## src/rtl/dsr_pkg.sv

```systemverilog
package dsr_pkg;

  localparam int WORD_W         = 32;
  localparam int NOTIFY_BIT     = 16;
  localparam int ST_WR_LSB      = 0;
  localparam int ST_RD_LSB      = 4;
  localparam int ST_EMPTY_BIT   = 8;
  localparam int ST_FULL_BIT    = 9;
  localparam int ST_ERR_BIT     = 10;
  localparam int CTRL_FLUSH_BIT = 0;

  typedef struct packed {
    logic [2*WORD_W-1:0] addr;
    logic [WORD_W-1:0]   len;
    logic [WORD_W-1:0]   flags;
  } desc_t;

  typedef enum logic [1:0] {
    BEAT_ADDR_LO = 2'd0,
    BEAT_ADDR_HI = 2'd1,
    BEAT_LEN     = 2'd2,
    BEAT_FLAGS   = 2'd3
  } beat_e;

endpackage

```

## src/rtl/dsr_beat_asm.sv

```systemverilog
// Collects the four words of a descriptor and flags the cycle of the last one.
module dsr_beat_asm
  import dsr_pkg::*;
(
  input  logic              clk,
  input  logic              rst,
  input  logic              flush,
  input  logic              word_we,
  input  logic [WORD_W-1:0] word_in,
  output logic              commit,
  output desc_t             desc_out
);

  beat_e             beat_q;
  logic [WORD_W-1:0] lo_q;
  logic [WORD_W-1:0] hi_q;
  logic [WORD_W-1:0] len_q;

  always_ff @(posedge clk) begin
    if (rst || flush) begin
      beat_q <= BEAT_ADDR_LO;
    end else if (word_we) begin
      beat_q <= beat_e'(beat_q + 2'd1);
    end
  end

  // Staging words carry no reset; they are only read on a commit.
  always_ff @(posedge clk) begin
    if (word_we) begin
      case (beat_q)
        BEAT_ADDR_LO: lo_q  <= word_in;
        BEAT_ADDR_HI: hi_q  <= word_in;
        BEAT_LEN:     len_q <= word_in;
        default:      ;
      endcase
    end
  end

  assign commit         = word_we && (beat_q == BEAT_FLAGS);
  assign desc_out.addr  = {hi_q, lo_q};
  assign desc_out.len   = len_q;
  assign desc_out.flags = word_in;

endmodule

```

## src/rtl/dsr_slot_mem.sv

```systemverilog
// Descriptor storage: one synchronous write port, asynchronous read of the head.
module dsr_slot_mem
  import dsr_pkg::*;
#(
  parameter int SLOTS = 4,
  parameter int PTR_W = $clog2(SLOTS)
) (
  input  logic             clk,
  input  logic             we,
  input  logic [PTR_W-1:0] waddr,
  input  desc_t            wdata,
  input  logic [PTR_W-1:0] raddr,
  output desc_t            rdata
);

  desc_t mem [SLOTS];

  always_ff @(posedge clk) begin
    if (we) begin
      mem[waddr] <= wdata;
    end
  end

  assign rdata = mem[raddr];

endmodule

```

## src/rtl/dsr_ring_ptrs.sv

```systemverilog
// Slot indices, occupancy and the overflow / underflow decisions.
module dsr_ring_ptrs #(
  parameter int SLOTS = 4,
  parameter int PTR_W = $clog2(SLOTS)
) (
  input  logic             clk,
  input  logic             rst,
  input  logic             flush,
  input  logic             commit,
  input  logic             pop_req,
  output logic [PTR_W-1:0] wr_ptr,
  output logic [PTR_W-1:0] rd_ptr,
  output logic             full,
  output logic             empty,
  output logic             do_write,
  output logic             pop_fire,
  output logic             overflow,
  output logic             underflow
);

  localparam logic [PTR_W-1:0] LAST_SLOT = PTR_W'(SLOTS - 1);
  localparam logic [PTR_W:0]   CAPACITY  = (PTR_W + 1)'(SLOTS);

  logic [PTR_W:0] count_q;

  assign full      = (count_q == CAPACITY);
  assign empty     = (count_q == '0);
  assign do_write  = commit && !full;
  assign overflow  = commit && full;
  assign pop_fire  = pop_req && !empty;
  assign underflow = pop_req && empty;

  always_ff @(posedge clk) begin
    if (rst || flush) begin
      wr_ptr  <= '0;
      rd_ptr  <= '0;
      count_q <= '0;
    end else begin
      if (do_write) begin
        wr_ptr <= (wr_ptr == LAST_SLOT) ? '0 : wr_ptr + 1'b1;
      end
      if (pop_fire) begin
        rd_ptr <= (rd_ptr == LAST_SLOT) ? '0 : rd_ptr + 1'b1;
      end
      case ({do_write, pop_fire})
        2'b10:   count_q <= count_q + 1'b1;
        2'b01:   count_q <= count_q - 1'b1;
        default: count_q <= count_q;
      endcase
    end
  end

endmodule

```

## src/rtl/desc_submit_ring.sv

```systemverilog
module desc_submit_ring
  import dsr_pkg::*;
#(
  parameter int              SLOTS    = 4,
  parameter int              ADDR_W   = 4,
  parameter logic [ADDR_W-1:0] DESC_OFS = 'h0,
  parameter logic [ADDR_W-1:0] STAT_OFS = 'h4,
  parameter logic [ADDR_W-1:0] CTRL_OFS = 'h8
) (
  input  logic                clk,
  input  logic                rst,
  input  logic                bus_we,
  input  logic [ADDR_W-1:0]   bus_addr,
  input  logic [WORD_W-1:0]   bus_wdata,
  input  logic                ring_clr,
  output logic [WORD_W-1:0]   ring_status,
  output logic                pop_valid,
  input  logic                pop_ready,
  output logic [2*WORD_W-1:0] pop_addr,
  output logic [WORD_W-1:0]   pop_len,
  output logic [WORD_W-1:0]   pop_flags,
  output logic                pop_notify,
  output logic                err_evt
);

  localparam int PTR_W = $clog2(SLOTS);

  logic             sel_desc, sel_stat, sel_ctrl;
  logic             hold_q, flush_now;
  logic             word_we, pop_req, commit;
  desc_t            new_desc, head_desc;
  logic [PTR_W-1:0] wr_ptr, rd_ptr;
  logic             full, empty, do_write, pop_fire, overflow, underflow;
  logic             err_q, err_evt_q, err_cause;

  assign sel_desc = bus_we && (bus_addr == DESC_OFS);
  assign sel_stat = bus_we && (bus_addr == STAT_OFS);
  assign sel_ctrl = bus_we && (bus_addr == CTRL_OFS);

  // Level-held flush from the control word.
  always_ff @(posedge clk) begin
    if (rst) begin
      hold_q <= 1'b0;
    end else if (sel_ctrl) begin
      hold_q <= bus_wdata[CTRL_FLUSH_BIT];
    end
  end

  assign flush_now = hold_q || ring_clr || (sel_ctrl && bus_wdata[CTRL_FLUSH_BIT]);
  assign word_we   = sel_desc && !flush_now;
  assign pop_req   = pop_ready && !flush_now;

  dsr_beat_asm u_asm (
    .clk      (clk),
    .rst      (rst),
    .flush    (flush_now),
    .word_we  (word_we),
    .word_in  (bus_wdata),
    .commit   (commit),
    .desc_out (new_desc)
  );

  dsr_ring_ptrs #(.SLOTS(SLOTS), .PTR_W(PTR_W)) u_ptrs (
    .clk       (clk),
    .rst       (rst),
    .flush     (flush_now),
    .commit    (commit),
    .pop_req   (pop_req),
    .wr_ptr    (wr_ptr),
    .rd_ptr    (rd_ptr),
    .full      (full),
    .empty     (empty),
    .do_write  (do_write),
    .pop_fire  (pop_fire),
    .overflow  (overflow),
    .underflow (underflow)
  );

  dsr_slot_mem #(.SLOTS(SLOTS), .PTR_W(PTR_W)) u_mem (
    .clk   (clk),
    .we    (do_write),
    .waddr (wr_ptr),
    .wdata (new_desc),
    .raddr (rd_ptr),
    .rdata (head_desc)
  );

  // Sticky error: a new cause takes priority over a write-one-to-clear.
  assign err_cause = overflow || underflow;

  always_ff @(posedge clk) begin
    if (rst) begin
      err_q     <= 1'b0;
      err_evt_q <= 1'b0;
    end else begin
      err_evt_q <= err_cause;
      if (err_cause) begin
        err_q <= 1'b1;
      end else if (sel_stat && bus_wdata[ST_ERR_BIT]) begin
        err_q <= 1'b0;
      end
    end
  end

  always_comb begin
    ring_status                         = '0;
    ring_status[ST_WR_LSB +: PTR_W]     = wr_ptr;
    ring_status[ST_RD_LSB +: PTR_W]     = rd_ptr;
    ring_status[ST_EMPTY_BIT]           = empty;
    ring_status[ST_FULL_BIT]            = full;
    ring_status[ST_ERR_BIT]             = err_q;
  end

  assign pop_valid  = !empty;
  assign pop_addr   = head_desc.addr;
  assign pop_len    = head_desc.len;
  assign pop_flags  = head_desc.flags;
  assign pop_notify = head_desc.flags[NOTIFY_BIT];
  assign err_evt    = err_evt_q;

  // pop_fire is consumed inside the pointer block; kept visible for the checker.
  logic unused_ok;
  assign unused_ok = pop_fire;

endmodule

```

## config.mk

```make
export PLATFORM = sky130hd
export DESIGN_NAME = desc_submit_ring
export DESIGN_NICKNAME = d
export VERILOG_FILES = /design/src/rtl/dsr_pkg.sv /design/src/rtl/dsr_beat_asm.sv /design/src/rtl/dsr_slot_mem.sv /design/src/rtl/dsr_ring_ptrs.sv /design/src/rtl/desc_submit_ring.sv
export SDC_FILE = /design/constraint.sdc
export NUM_CORES = 1
export LEC_CHECK = 0
export ABC_AREA = 0
export BUFFER_PORTS_ARGS = -buffer_cell sky130_fd_sc_hd__buf_2
export CAP_MARGIN = 25
export CORE_ASPECT_RATIO = 1.4
export CORE_UTILIZATION = 63
export DETAILED_ROUTE_END_ITERATION = 7
export PLACE_DENSITY = 0.88
export SETUP_SLACK_MARGIN = 0.5
export SYNTH_ARGS = -nofsm -noshare
export SYNTH_HDL_FRONTEND = slang
export SYNTH_HIERARCHICAL = 1
export SYNTH_SLANG_ARGS = --single-unit
export TNS_END_PERCENT = 50
```

## constraint.sdc

```tcl
create_clock -name clk -period 18.6 [get_ports clk]
set_input_delay 0.93 -clock clk [delete_from_list [all_inputs] [get_ports clk]]
set_output_delay 0.93 -clock clk [all_outputs]
set_load 0.01 [all_outputs]
```

==> results.json <==
{
  "yosys-top-cells-area": "edfxtp_1 (81%), mux4_2 (13%), buf_4 (2.0%)",
  "dr.pass1.iters": 5,
  "area_growth_pct": 11.5,
  "critPathLaunchType": "input pin",
  "crit_start": "bus_addr[1]",
  "clkPwrFrac": 0.406,
  "synth_edf_count": 608,
  "fmax_ghz": 0.216,
  "intPower_mw": 2.10,
  "grt_pass1_vias": 10100,
  "cts.hold.buffers_added": 0,
  "r2r-end": "u_mem/mem[1][41]",
  "maxCapViolations": 0,
  "crit_path_frequent_cell": "buf_4",
  "clk_latency_ns": 0.58,
  "initial_core_util": 0.644,
  "routed_wl_um": 45400,
  "hold_path.class": "flop to flop",
  "cts_made_buffers": 51,
  "status": "completed",
  "cp_cell_sequence": "buf_2 -> or4b_4 -> nor4_2 -> and2_2 -> inv_1 -> nor2_1 -> and3b_4 -> buf_4 -> buf_4",
  "hold_viol": 0,
  "grt_usage": 0.255,
  "synth_seq_cells": 620,
  "drc": 0,
  "pin_count": 204,
  "grt_max_degree": 75,
  "die_h_um": 226,
  "drtIter0Drc": 925,
  "htreeDepth": 2,
  "p_switching_uw": 485,
  "cp_max_fo": 51,
  "irDropWorstVdd_mv": 0.0794,
  "maxSlewViolCount": 0,
  "power_density_nw_per_um2": 102,
  "yosysWarnings": 6,
  "fin_area_um2": 25300,
  "via_per_inst": 6.17,
  "die_area_um2": 36700,
  "path_clk_slew_ns": 0.06,
  "drive_above_1_share": 0.366,
  "placed_area_um2": 23600,
  "cts_root_buffer": "clkbuf_16",
  "fp-row-count": 81,
  "avgRoutedWirePerCell_um": 28.6,
  "endpoint": "u_mem/mem[1][41]",
  "place.gp.congestion": 0.730,
  "synth.distinct_cells": 39,
  "path_class": "input pin to flop",
  "ys_seq_area_frac": 0.816,
  "fin_crit_sh": 0.249,
  "power_frac_comb": 0.007,
  "p_sw_frac": 0.187,
  "clockBufferDepth": 3,
  "port_buffers": 178,
  "cts.sinks": 620,
  "syn-instance-count": 913,
  "worstReg2RegStart": "hold_q",
  "synth_flop_cell": "edfxtp_1",
  "setup.worst_path.end_class": "flop",
  "core_um2": 35200,
  "slowest_stage": "buf_4",
  "finalCriticalPeriod_ns": 4.62,
  "antenna_left": 0,
  "clock_skew_ns": 0.0166,
  "leakage_nw": 8.09,
  "yosys.area.top_type": "edfxtp_1",
  "total_power_mw": 2.59,
  "worst_ep_arrival_time_ns": 4.83,
  "grt_remaining_overflow": 0,
  "antenna_found_initial": 1,
  "synth_top_area_frac": 0.806,
  "synth.avg_cell_area_um2": 24.8,
  "dpl.hpwl_um": 24400,
  "slowest_delay_ns": 0.75,
  "hold_path.startpoint": "u_asm/hi_q[8]",
  "die_w_um": 162,
  "cts_resized": 0,
  "p_seq_frac": 0.587,
  "finalNetCount": 1144,
  "worstMarginPinSlew_ns": 1.03,
  "async_reset_ff_frac": 0,
  "maxSlewHeadroom": 0.314,
  "cts_tree": "built",
  "setup_viol": 0,
  "nFillCells": 1901,
  "num_vias": 9791,
  "rr_worst_depth": 7,
  "ff2ff_setup_slack_ns": 14.53,
  "fin_setup_tns_ns": 0,
  "worstPathRequired_ns": 18.80,
  "syn_area_um2": 22700,
  "grt_setup_unrepaired": "false",
  "post_cts_buffers": 0,
  "grt_pass1_wl_um": 65900
}
-- cell families (layout without fill, tap and decap cells) --
group / count (synthesis) / in the layout / synth area share
other cells: 1 / 26 / 0.000166
compound gates: 12 / 12 / 0.00293
xor+xnor: 3 / 3 / 0.00116
mux: 130 / 130 / 0.128
buf+inv: 100 / 294 / 0.0359
fa+ha+maj: 8 / 8 / 0.00475
simple gates: 39 / 39 / 0.0105
flops: 620 / 620 / 0.816
-- state kept, by name (all words and copies together) (netlist names), 2 cells and up --
| signal | count |
|---|---|
| u_ptrs/count_q | 3 |
| u_mem/mem | 512 |
| u_asm/hi_q | 32 |
| u_ptrs/wr_ptr | 2 |
| u_asm/beat_q | 2 |
| u_asm/lo_q | 32 |
| u_ptrs/rd_ptr | 2 |
| u_asm/len_q | 32 |
-- per-layer routing --
metal	track usage	wire, um	share of wire	vias to the layer above
met1	0.329	16600	0.37	5138
met5	0	0	0	-
met3	0.0351	2770	0.061	91
met2	0.447	24600	0.54	482
met4	0.0913	1430	0.031	0
li1	-	-	-	4080
-- worst max-delay path: cells and delay by family --
| family | cells | cell delay [ns] |
|---|---|---|
| AND/OR/NAND/NOR | 5 | 2.18 |
| buffers and inverters | 4 | 1.63 |
-- layout make-up --
cell class | count | area (um^2) | area share
sequential | 620 | 18500 | 0.732
multi-input combinational | 217 | 3450 | 0.137
clock buffer | 60 | 1330 | 0.0527
timing repair buffer | 194 | 1080 | 0.0429
tap | 456 | 571 | 0.0226
clock inverter | 29 | 283 | 0.0112
inverter | 11 | 41.3 | 0.00163
antenna | 1 | 2.50 | 0.0000990
-- worst min path at each step --
stage	endpoint	depth (start not counted)
CTS	u_mem/mem[2][104]	0
global placement	u_mem/mem[1][127]	0
floorplan	err_q	2
detailed placement	u_mem/mem[3][40]	0
global route	u_mem/mem[1][104]	0
finish	u_mem/mem[1][104]	0
-- cells in the final DEF, fill, tap and decap left out, types with 6 or more instances in the layout --
cell type,count
buf_4,12
inv_1,8
edfxtp_1,608
mux4_2,128
nor2_1,10
nand2_1,6
clkbuf_16,52
clkinv_2,10
dfxtp_1,10
a21oi_1,6
ha_1,7
clkinv_1,9
buf_2,178
conb_1,25
clkbuf_1,8
-- through the flow --
stage          utilization  setup slack (ns)  instances  hold slack (ns)
2_1_floorplan            -              6.18        937            0.453
3_3_place_gp         0.670             13.52       1494            0.465
3_5_place_dp         0.671             13.38       1496            0.478
4_1_cts              0.717             13.97       1585            0.499
5_1_grt              0.719             13.71       1588            0.509
6_report             0.719             13.98       1588            0.497
-- cells in the mapped netlist (2+ instances only) --
cell type  number
edfxtp_1      608
buf_2          13
and3_1          2
inv_1           8
or3_1           2
buf_12         10
and3b_1         2
and2_2          4
inv_2           3
mux2i_1         2
nand2_1         6
ha_1            7
mux4_2        128
buf_4          61
dfxtp_1        12
nor2_1         10
o21ai_0         3
xor2_1          2
nor3_2          2
buf_6           4
a21oi_1         6
-- power groups by stage --
stage | Sequential, mW | Combinational [mW] | Clock [mW]
global route | 1.52 | 0.0189 | 1.12
finish | 1.52 | 0.0175 | 1.05
floorplan | 1.55 | 0.0144 | 0
detailed placement | 1.55 | 0.0172 | 0
global placement | 1.55 | 0.0164 | 0
CTS | 1.52 | 0.0176 | 1.07
(Power assumes the default switching activity.)
